File: src/rtl/cfgbank_pkg.sv
package cfgbank_pkg;

    localparam int NSH = 5;

    localparam int SH_ADDR [NSH] = '{'h08, 'h0D, 'h14, 'h18, 'h30};
    localparam logic [7:0] SH_DFLT [NSH] = '{8'h00, 8'h00, 8'h01, 8'hC0, 8'h00};
    localparam logic [7:0] SH_MASK [NSH] = '{8'hE3, 8'h3F, 8'hF7, 8'hC0, 8'h0F};
    localparam bit SH_LOCAL [NSH] = '{1'b1, 1'b1, 1'b0, 1'b0, 1'b1};

    localparam int CFG_ADDR   = 'h000;
    localparam int CHIDX_ADDR = 'h005;
    localparam int XFER_ADDR  = 'h0FF;
    localparam int FEAT_ADDR  = 'h100;

    localparam logic [7:0] CFG_DFLT   = 8'h18;
    localparam logic [7:0] CFG_MASK   = 8'h7E;
    localparam logic [7:0] CHIDX_DFLT = 8'h03;
    localparam logic [7:0] CHIDX_MASK = 8'h03;
    localparam logic [7:0] FEAT_DFLT  = 8'h00;
    localparam logic [7:0] FEAT_MASK  = 8'h0F;

    typedef struct packed {
        logic [1:0][7:0] shd;
        logic [1:0][7:0] act;
    } cell_st_t;

    typedef struct packed {
        logic [7:0] val;
    } plain_st_t;

    typedef struct packed {
        logic [7:0] rd_data;
    } port_st_t;

endpackage

File: src/rtl/cfgbank_plain.sv
module cfgbank_plain
    import cfgbank_pkg::*;
#(
    parameter int         ADDR_W = 9,
    parameter int         ADDR   = 0,
    parameter logic [7:0] DFLT   = 8'h00,
    parameter logic [7:0] MASK   = 8'hFF
) (
    input  logic              clk,
    input  logic              rst_n,
    input  logic              wr_en,
    input  logic [ADDR_W-1:0] addr,
    input  logic [7:0]        wr_data,
    output logic              hit,
    output logic [7:0]        val
);

    plain_st_t st_d, st_q;

    assign hit = (addr == ADDR_W'(ADDR));
    assign val = st_q.val;

    always_comb begin
        st_d = st_q;
        if (wr_en && hit) begin
            st_d.val = wr_data & MASK;
        end
    end

    always_ff @(posedge clk or negedge rst_n) begin
        if (!rst_n) begin
            st_q.val <= DFLT;
        end else begin
            st_q <= st_d;
        end
    end


    plain_wr_chk: assert property (@(posedge clk) disable iff (!rst_n)
        (wr_en && hit) |=> (val == ($past(wr_data) & MASK)));

endmodule

File: src/rtl/cfgbank_cell.sv
module cfgbank_cell
    import cfgbank_pkg::*;
#(
    parameter int         ADDR_W   = 9,
    parameter int         ADDR     = 8,
    parameter logic [7:0] DFLT     = 8'h00,
    parameter logic [7:0] MASK     = 8'hFF,
    parameter bit         IS_LOCAL = 1'b1
) (
    input  logic              clk,
    input  logic              rst_n,
    input  logic              wr_en,
    input  logic              xfer,
    input  logic [ADDR_W-1:0] addr,
    input  logic [7:0]        wr_data,
    input  logic [1:0]        ch_sel,
    output logic              hit,
    output logic [7:0]        rd_val,
    output logic [7:0]        act_a,
    output logic [7:0]        act_b
);

    cell_st_t st_d, st_q;

    assign hit   = (addr == ADDR_W'(ADDR));
    assign act_a = st_q.act[0];
    assign act_b = st_q.act[1];

    // Staging: a write only reaches the shadow copies
    always_comb begin
        st_d = st_q;
        if (wr_en && hit) begin
            for (int c = 0; c < 2; c++) begin
                if (!IS_LOCAL || ch_sel[c]) begin
                    st_d.shd[c] = wr_data & MASK;
                end
            end
        end
        if (xfer) begin
            st_d.act = st_q.shd;
        end
    end

    // Read selection: Channel A wins when both are selected
    always_comb begin
        if (!IS_LOCAL) begin
            rd_val = st_q.shd[0];
        end else if (ch_sel[0]) begin
            rd_val = st_q.shd[0];
        end else if (ch_sel[1]) begin
            rd_val = st_q.shd[1];
        end else begin
            rd_val = 8'h00;
        end
    end

    always_ff @(posedge clk or negedge rst_n) begin
        if (!rst_n) begin
            st_q.shd <= {DFLT, DFLT};
            st_q.act <= {DFLT, DFLT};
        end else begin
            st_q <= st_d;
        end
    end


    act_hold_chk: assert property (@(posedge clk) disable iff (!rst_n)
        !xfer |=> ($stable(act_a) && $stable(act_b)));


    xfer_copy_chk: assert property (@(posedge clk) disable iff (!rst_n)
        xfer |=> ((act_a == $past(st_q.shd[0])) && (act_b == $past(st_q.shd[1]))));

    generate
        if (IS_LOCAL) begin : g_local_chk

            no_sel_wr_chk: assert property (@(posedge clk) disable iff (!rst_n)
                (wr_en && hit && (ch_sel == 2'b00)) |=> $stable(st_q.shd));
        end else begin : g_global_chk

            shared_act_chk: assert property (@(posedge clk) disable iff (!rst_n)
                act_a == act_b);
        end
    endgenerate

endmodule

File: src/rtl/cfgbank_top.sv
module cfgbank_top
    import cfgbank_pkg::*;
#(
    parameter int ADDR_W = 9,
    localparam int ACT_W = NSH * 8
) (
    input  logic              clk,
    input  logic              rst_n,
    input  logic [ADDR_W-1:0] addr,
    input  logic [7:0]        wr_data,
    input  logic              wr_en,
    input  logic              rd_en,
    output logic [7:0]        rd_data,
    output logic [7:0]        cfg_out,
    output logic [7:0]        feat_out,
    output logic [ACT_W-1:0]  act_a,
    output logic [ACT_W-1:0]  act_b
);

    port_st_t   st_d, st_q;
    logic       xfer;
    logic       xfer_hit;
    logic       cfg_hit, chidx_hit, feat_hit;
    logic [7:0] chidx_val;
    logic [1:0] ch_sel;
    logic [NSH-1:0] cell_hit;
    logic [7:0]     cell_rd [NSH];
    logic [7:0]     rd_mux;
    logic           known;

    assign xfer_hit = (addr == ADDR_W'(XFER_ADDR));
    assign xfer     = wr_en && xfer_hit && wr_data[0];
    assign ch_sel   = chidx_val[1:0];

    cfgbank_plain #(
        .ADDR_W(ADDR_W), .ADDR(CFG_ADDR), .DFLT(CFG_DFLT), .MASK(CFG_MASK)
    ) i_cfg (
        .clk(clk), .rst_n(rst_n), .wr_en(wr_en), .addr(addr),
        .wr_data(wr_data), .hit(cfg_hit), .val(cfg_out)
    );

    cfgbank_plain #(
        .ADDR_W(ADDR_W), .ADDR(CHIDX_ADDR), .DFLT(CHIDX_DFLT), .MASK(CHIDX_MASK)
    ) i_chidx (
        .clk(clk), .rst_n(rst_n), .wr_en(wr_en), .addr(addr),
        .wr_data(wr_data), .hit(chidx_hit), .val(chidx_val)
    );

    cfgbank_plain #(
        .ADDR_W(ADDR_W), .ADDR(FEAT_ADDR), .DFLT(FEAT_DFLT), .MASK(FEAT_MASK)
    ) i_feat (
        .clk(clk), .rst_n(rst_n), .wr_en(wr_en), .addr(addr),
        .wr_data(wr_data), .hit(feat_hit), .val(feat_out)
    );

    generate
        for (genvar g = 0; g < NSH; g++) begin : g_cell
            cfgbank_cell #(
                .ADDR_W(ADDR_W), .ADDR(SH_ADDR[g]), .DFLT(SH_DFLT[g]),
                .MASK(SH_MASK[g]), .IS_LOCAL(SH_LOCAL[g])
            ) i_cell (
                .clk(clk), .rst_n(rst_n), .wr_en(wr_en), .xfer(xfer),
                .addr(addr), .wr_data(wr_data), .ch_sel(ch_sel),
                .hit(cell_hit[g]), .rd_val(cell_rd[g]),
                .act_a(act_a[g*8 +: 8]), .act_b(act_b[g*8 +: 8])
            );
        end
    endgenerate

    // Read multiplexer; the transfer location always reads as zero
    always_comb begin
        rd_mux = 8'h00;
        known  = cfg_hit || chidx_hit || feat_hit || xfer_hit;
        if (cfg_hit)   rd_mux = cfg_out;
        if (chidx_hit) rd_mux = chidx_val;
        if (feat_hit)  rd_mux = feat_out;
        for (int i = 0; i < NSH; i++) begin
            if (cell_hit[i]) begin
                rd_mux = cell_rd[i];
                known  = 1'b1;
            end
        end
    end

    always_comb begin
        st_d = st_q;
        if (rd_en) begin
            st_d.rd_data = rd_mux;
        end
    end

    always_ff @(posedge clk or negedge rst_n) begin
        if (!rst_n) begin
            st_q.rd_data <= 8'h00;
        end else begin
            st_q <= st_d;
        end
    end

    assign rd_data = st_q.rd_data;


    xfer_read_zero_chk: assert property (@(posedge clk) disable iff (!rst_n)
        (rd_en && xfer_hit) |=> (rd_data == 8'h00));


    unmapped_read_zero_chk: assert property (@(posedge clk) disable iff (!rst_n)
        (rd_en && !known) |=> (rd_data == 8'h00));


    rd_hold_chk: assert property (@(posedge clk) disable iff (!rst_n)
        !rd_en |=> $stable(rd_data));


    no_sel_read_chk: assert property (@(posedge clk) disable iff (!rst_n)
        (rd_en && (ch_sel == 2'b00) && (cell_hit[0] || cell_hit[1] || cell_hit[4]))
        |=> (rd_data == 8'h00));

endmodule

File: config.mk
export PLATFORM = sky130hd
export DESIGN_NAME = cfgbank_top
export DESIGN_NICKNAME = d
export VERILOG_FILES = /design/src/rtl/cfgbank_pkg.sv /design/src/rtl/cfgbank_plain.sv /design/src/rtl/cfgbank_cell.sv /design/src/rtl/cfgbank_top.sv
export SDC_FILE = /design/constraint.sdc
export NUM_CORES = 1
export LEC_CHECK = 0
export ABC_AREA = 0
export CAP_MARGIN = 15
export CORE_MARGIN = 5
export CORE_UTILIZATION = 60
export CTS_BUF_LIST = sky130_fd_sc_hd__clkbuf_4 sky130_fd_sc_hd__clkbuf_8
export CTS_CLUSTER_SIZE = 14
export DETAILED_ROUTE_END_ITERATION = 8
export DONT_BUFFER_PORTS = 1
export GPL_TIMING_DRIVEN = 0
export PLACE_DENSITY = 0.73
export SLEW_MARGIN = 20
export SYNTH_ARGS = -nofsm -noshare
export SYNTH_HDL_FRONTEND = slang
export SYNTH_SLANG_ARGS = --single-unit
export TNS_END_PERCENT = 50
File: constraint.sdc
create_clock -name clk -period 1.9 [get_ports clk]
set_input_delay 0.38 -clock clk [delete_from_list [all_inputs] [get_ports clk]]
set_output_delay 0.38 -clock clk [all_outputs]
set_load 0.1 [all_outputs]
==> results.sh <==
export IMPL_status="finished, violations left"
export IMPL_violations="negative hold slack"
export IMPL_wl_met3_um=1010
export IMPL_htreeDepth=3
export IMPL_io_pins=125
export IMPL_clk_pin_slew_ps=100
export IMPL_dr_first_iter_drc_count=181
export IMPL_multiInputGateArea_um2=1980
export IMPL_synth_edf_count=0
export IMPL_dr_pass1_iters=4
export IMPL_max_freq_mhz=541
export IMPL_synth_ff_type="dfrtp_1"
export IMPL_irDropWorstVdd_mv=0.467
export IMPL_synth_area_um2=4950
export IMPL_register_area_um2=2490
export IMPL_drive_gt1_frac=0.497
export IMPL_core_um2=8130
export IMPL_cts_root_buf="clkbuf_8"
export IMPL_min_period_ps=1850
export IMPL_finalCritPeriodShare=0.973
export IMPL_p_per_area_nw_per_um2=736
export IMPL_dpl_worst_slack_ps=-511
export IMPL_area_growth_pct=10.6
export IMPL_place_congestion=0.868
export IMPL_die_y_um=101
export IMPL_worstMarginPinSlew_ps=981
export IMPL_fp_dieW_um=101
export IMPL_wl_met1_um=4760
export IMPL_grt_pass1_vias=3152
export IMPL_final_cell_area_um2=5470
export IMPL_criticalPathCategory="reg -> out"
export IMPL_syn_avg_cell_area_um2=12.3
export IMPL_cp_arrival_ps=1470
export IMPL_final_common_cell="mux2_2"
export IMPL_final_cell_mix="mux2_2 (90), buf_4 (78), dfrtp_1 (78)"
export IMPL_hold_viol_final=98
export IMPL_grt_max_degree=99
export IMPL_hp_class="in -> async"
export IMPL_ys_ff_latch=98
export IMPL_netlist_instances=404
export IMPL_seq_area_frac_synth=0.498
export IMPL_grt_pass1_wl_um=17500
export IMPL_routed_wl_um=11000
export IMPL_hpwl_um=8280
export IMPL_crit_buf_inv=1
export IMPL_track_usage=0.227
export IMPL_cp_start_kind="register"
export IMPL_ys_async_sr_fraction=1.00
export IMPL_critPathRequiredTime_ps=1520
export IMPL_finalNonFillerCells=562
export IMPL_start_util=0.609
export IMPL_antenna_cells=0
export IMPL_final_util=0.673
export IMPL_synth_top_area_frac=0.445
export IMPL_routed_wl_met2_um=5130
export IMPL_synth_area_leader_cell="dfrtp_1"
export IMPL_cts_buffer_depth=2
export IMPL_crit_slowest_cell="dfrtp_2"
export IMPL_clock_sinks=98
export IMPL_rsz0062_at_grt="false"
export IMPL_setup_viol=0
export IMPL_path_cells="buf_4"
export IMPL_vias=3106
export IMPL_via_per_inst=5.53
export IMPL_io_buffers=0
export IMPL_n_fill_cell=645
export IMPL_fin_worst_skew_ps=10.2
export IMPL_relSlewSlack=0.346
export IMPL_fin_ws_ps=50.9
export IMPL_cp_end_kind="output pin"
export IMPL_crit_family="flip-flops"
export IMPL_place_inst=546
export IMPL_drv_cap=0
export IMPL_wl_per_cell_um=19.6
export IMPL_slew_violations=0
export IMPL_clock_latency_ps=370
export IMPL_yosys_warnings=0
export IMPL_cts_tree="built"
export IMPL_drc=0
export IMPL_cts_made_buffers=9
export IMPL_grt_overflow=0
export IMPL_power_leakage_nw=2.70
export IMPL_ant_nets=0
export IMPL_synth_area_leaders="dfrtp_1 (44%), mux2_2 (20%), buf_4 (12%)"
export IMPL_cpPeakStageDelay_ps=700
export IMPL_antenna_found_initial=0
export IMPL_critPathMaxFanout=3
export IMPL_routed_top_layer="met4"
export IMPL_yosysUniqueCellTypes=52
export IMPL_hold_ws_ps=-312
export IMPL_placed_area_um2=5220
export IMPL_rows=33
export IMPL_nets=473
export IMPL_dieArea_um2=10200
[cell usage after synthesis (3+ instances only)]
| cell | instances |
|---|---|
| nand2b_1 | 3 |
| nor2b_1 | 3 |
| a22oi_1 | 13 |
| o22ai_1 | 5 |
| clkbuf_1 | 9 |
| a32oi_1 | 3 |
| o21ai_0 | 8 |
| a21oi_1 | 5 |
| nor3_1 | 6 |
| nand3_1 | 4 |
| nor2_4 | 4 |
| nor2_1 | 11 |
| dfrtp_1 | 88 |
| a221o_1 | 3 |
| dfstp_2 | 10 |
| inv_1 | 3 |
| buf_4 | 80 |
| nand2_1 | 16 |
| buf_2 | 3 |
| mux2_2 | 90 |
[layout make-up]
| class | count | share of cell area |
|---|---|---|
| Sequential cell | 98 | 0.455 |
| Multi-Input combinational cell | 247 | 0.361 |
| Buffer | 93 | 0.123 |
| Clock buffer | 11 | 0.0265 |
| Tap cell | 105 | 0.0240 |
| Clock inverter | 5 | 0.00823 |
| Inverter | 3 | 0.00206 |
[power by group]
part | internal (mW) | switching (mW) | total [mW]
registers | 2.11 | 0.118 | 2.22
logic | 0.0964 | 0.407 | 0.503
clock network | 0.548 | 0.754 | 1.30
[logic make-up (layout without fill, tap and decap cells)]
kind of cell | count (synthesis) | in the layout | share of synthesized area
AND/OR/NAND/NOR | 65 | 65 | 0.0817
multiplexers | 92 | 92 | 0.209
buffers and inverters | 96 | 112 | 0.134
flip-flops | 98 | 98 | 0.498
other | 1 | 38 | 0.000758
AO/OA/AOI/OAI | 51 | 51 | 0.0748
XOR/XNOR | 1 | 1 | 0.00177
[path summary, 6_finish.rpt]
check	from	end	slack [ps]	cells past startpoint
max	g_cell[2].i_cell.act_a[2]	act_b[18]	50	1
min	rst_n	g_cell[0].i_cell.act_b[6]	-310	0
max reg2reg	i_chidx.val[1]	rd_data[5]	120	6
min reg2reg	g_cell[0].i_cell.act_a[6]	g_cell[0].i_cell.act_a[6]	520	1
max in group asynchronous	rst_n	g_cell[3].i_cell.rd_val[7]	1950	0
min in group clk	wr_data[4]	g_cell[1].i_cell.st_q[28]	150	1
[worst register-to-register path, stage by stage, from the launching register on]
cell      delay (ps)
dfstp_2          600
nor2b_4          230
clkbuf_4         260
a22oi_1          120
o211ai_1         200
a32oi_1          160
o22ai_1          140
[flip-flops by register name (all words and copies together), names as in the netlist]
register / flops
g_cell.i_cell.act_a: 22
i_cfg.val: 6
g_cell.i_cell.rd_val: 9
g_cell.i_cell.act_b: 17
i_feat.val: 4
i_chidx.val: 2
g_cell.i_cell.st_q: 30
rd_data: 8
[timing repair]
item / 4_1_cts / 5_1_grt
setup endpoints to repair: 36 / 13
endpoints found under the hold margin: 98 / 98
setup buffers: 0 / 0
gates resized for setup: 19 / 7
cloned: 0 / 0
[per-stage QoR]
step                      total power [mW]  setup TNS (ps)
after global routing                  4.19               0
after detailed placement              2.76          -23570
final                                 4.03               0
after floorplan                       2.73           -4.25
after global placement                2.76          -25490
after CTS                             4.07           -26.0
[routing by layer]
| layer | GRT usage | vias up |
|---|---|---|
| met2 | 0.346 | 114 |
| met4 | 0.0570 | 0 |
| met3 | 0.0685 | 11 |
| met5 | 0 | - |
| met1 | 0.319 | 1563 |
| li1 | - | 1418 |
Power figures use the tool's default switching activity.
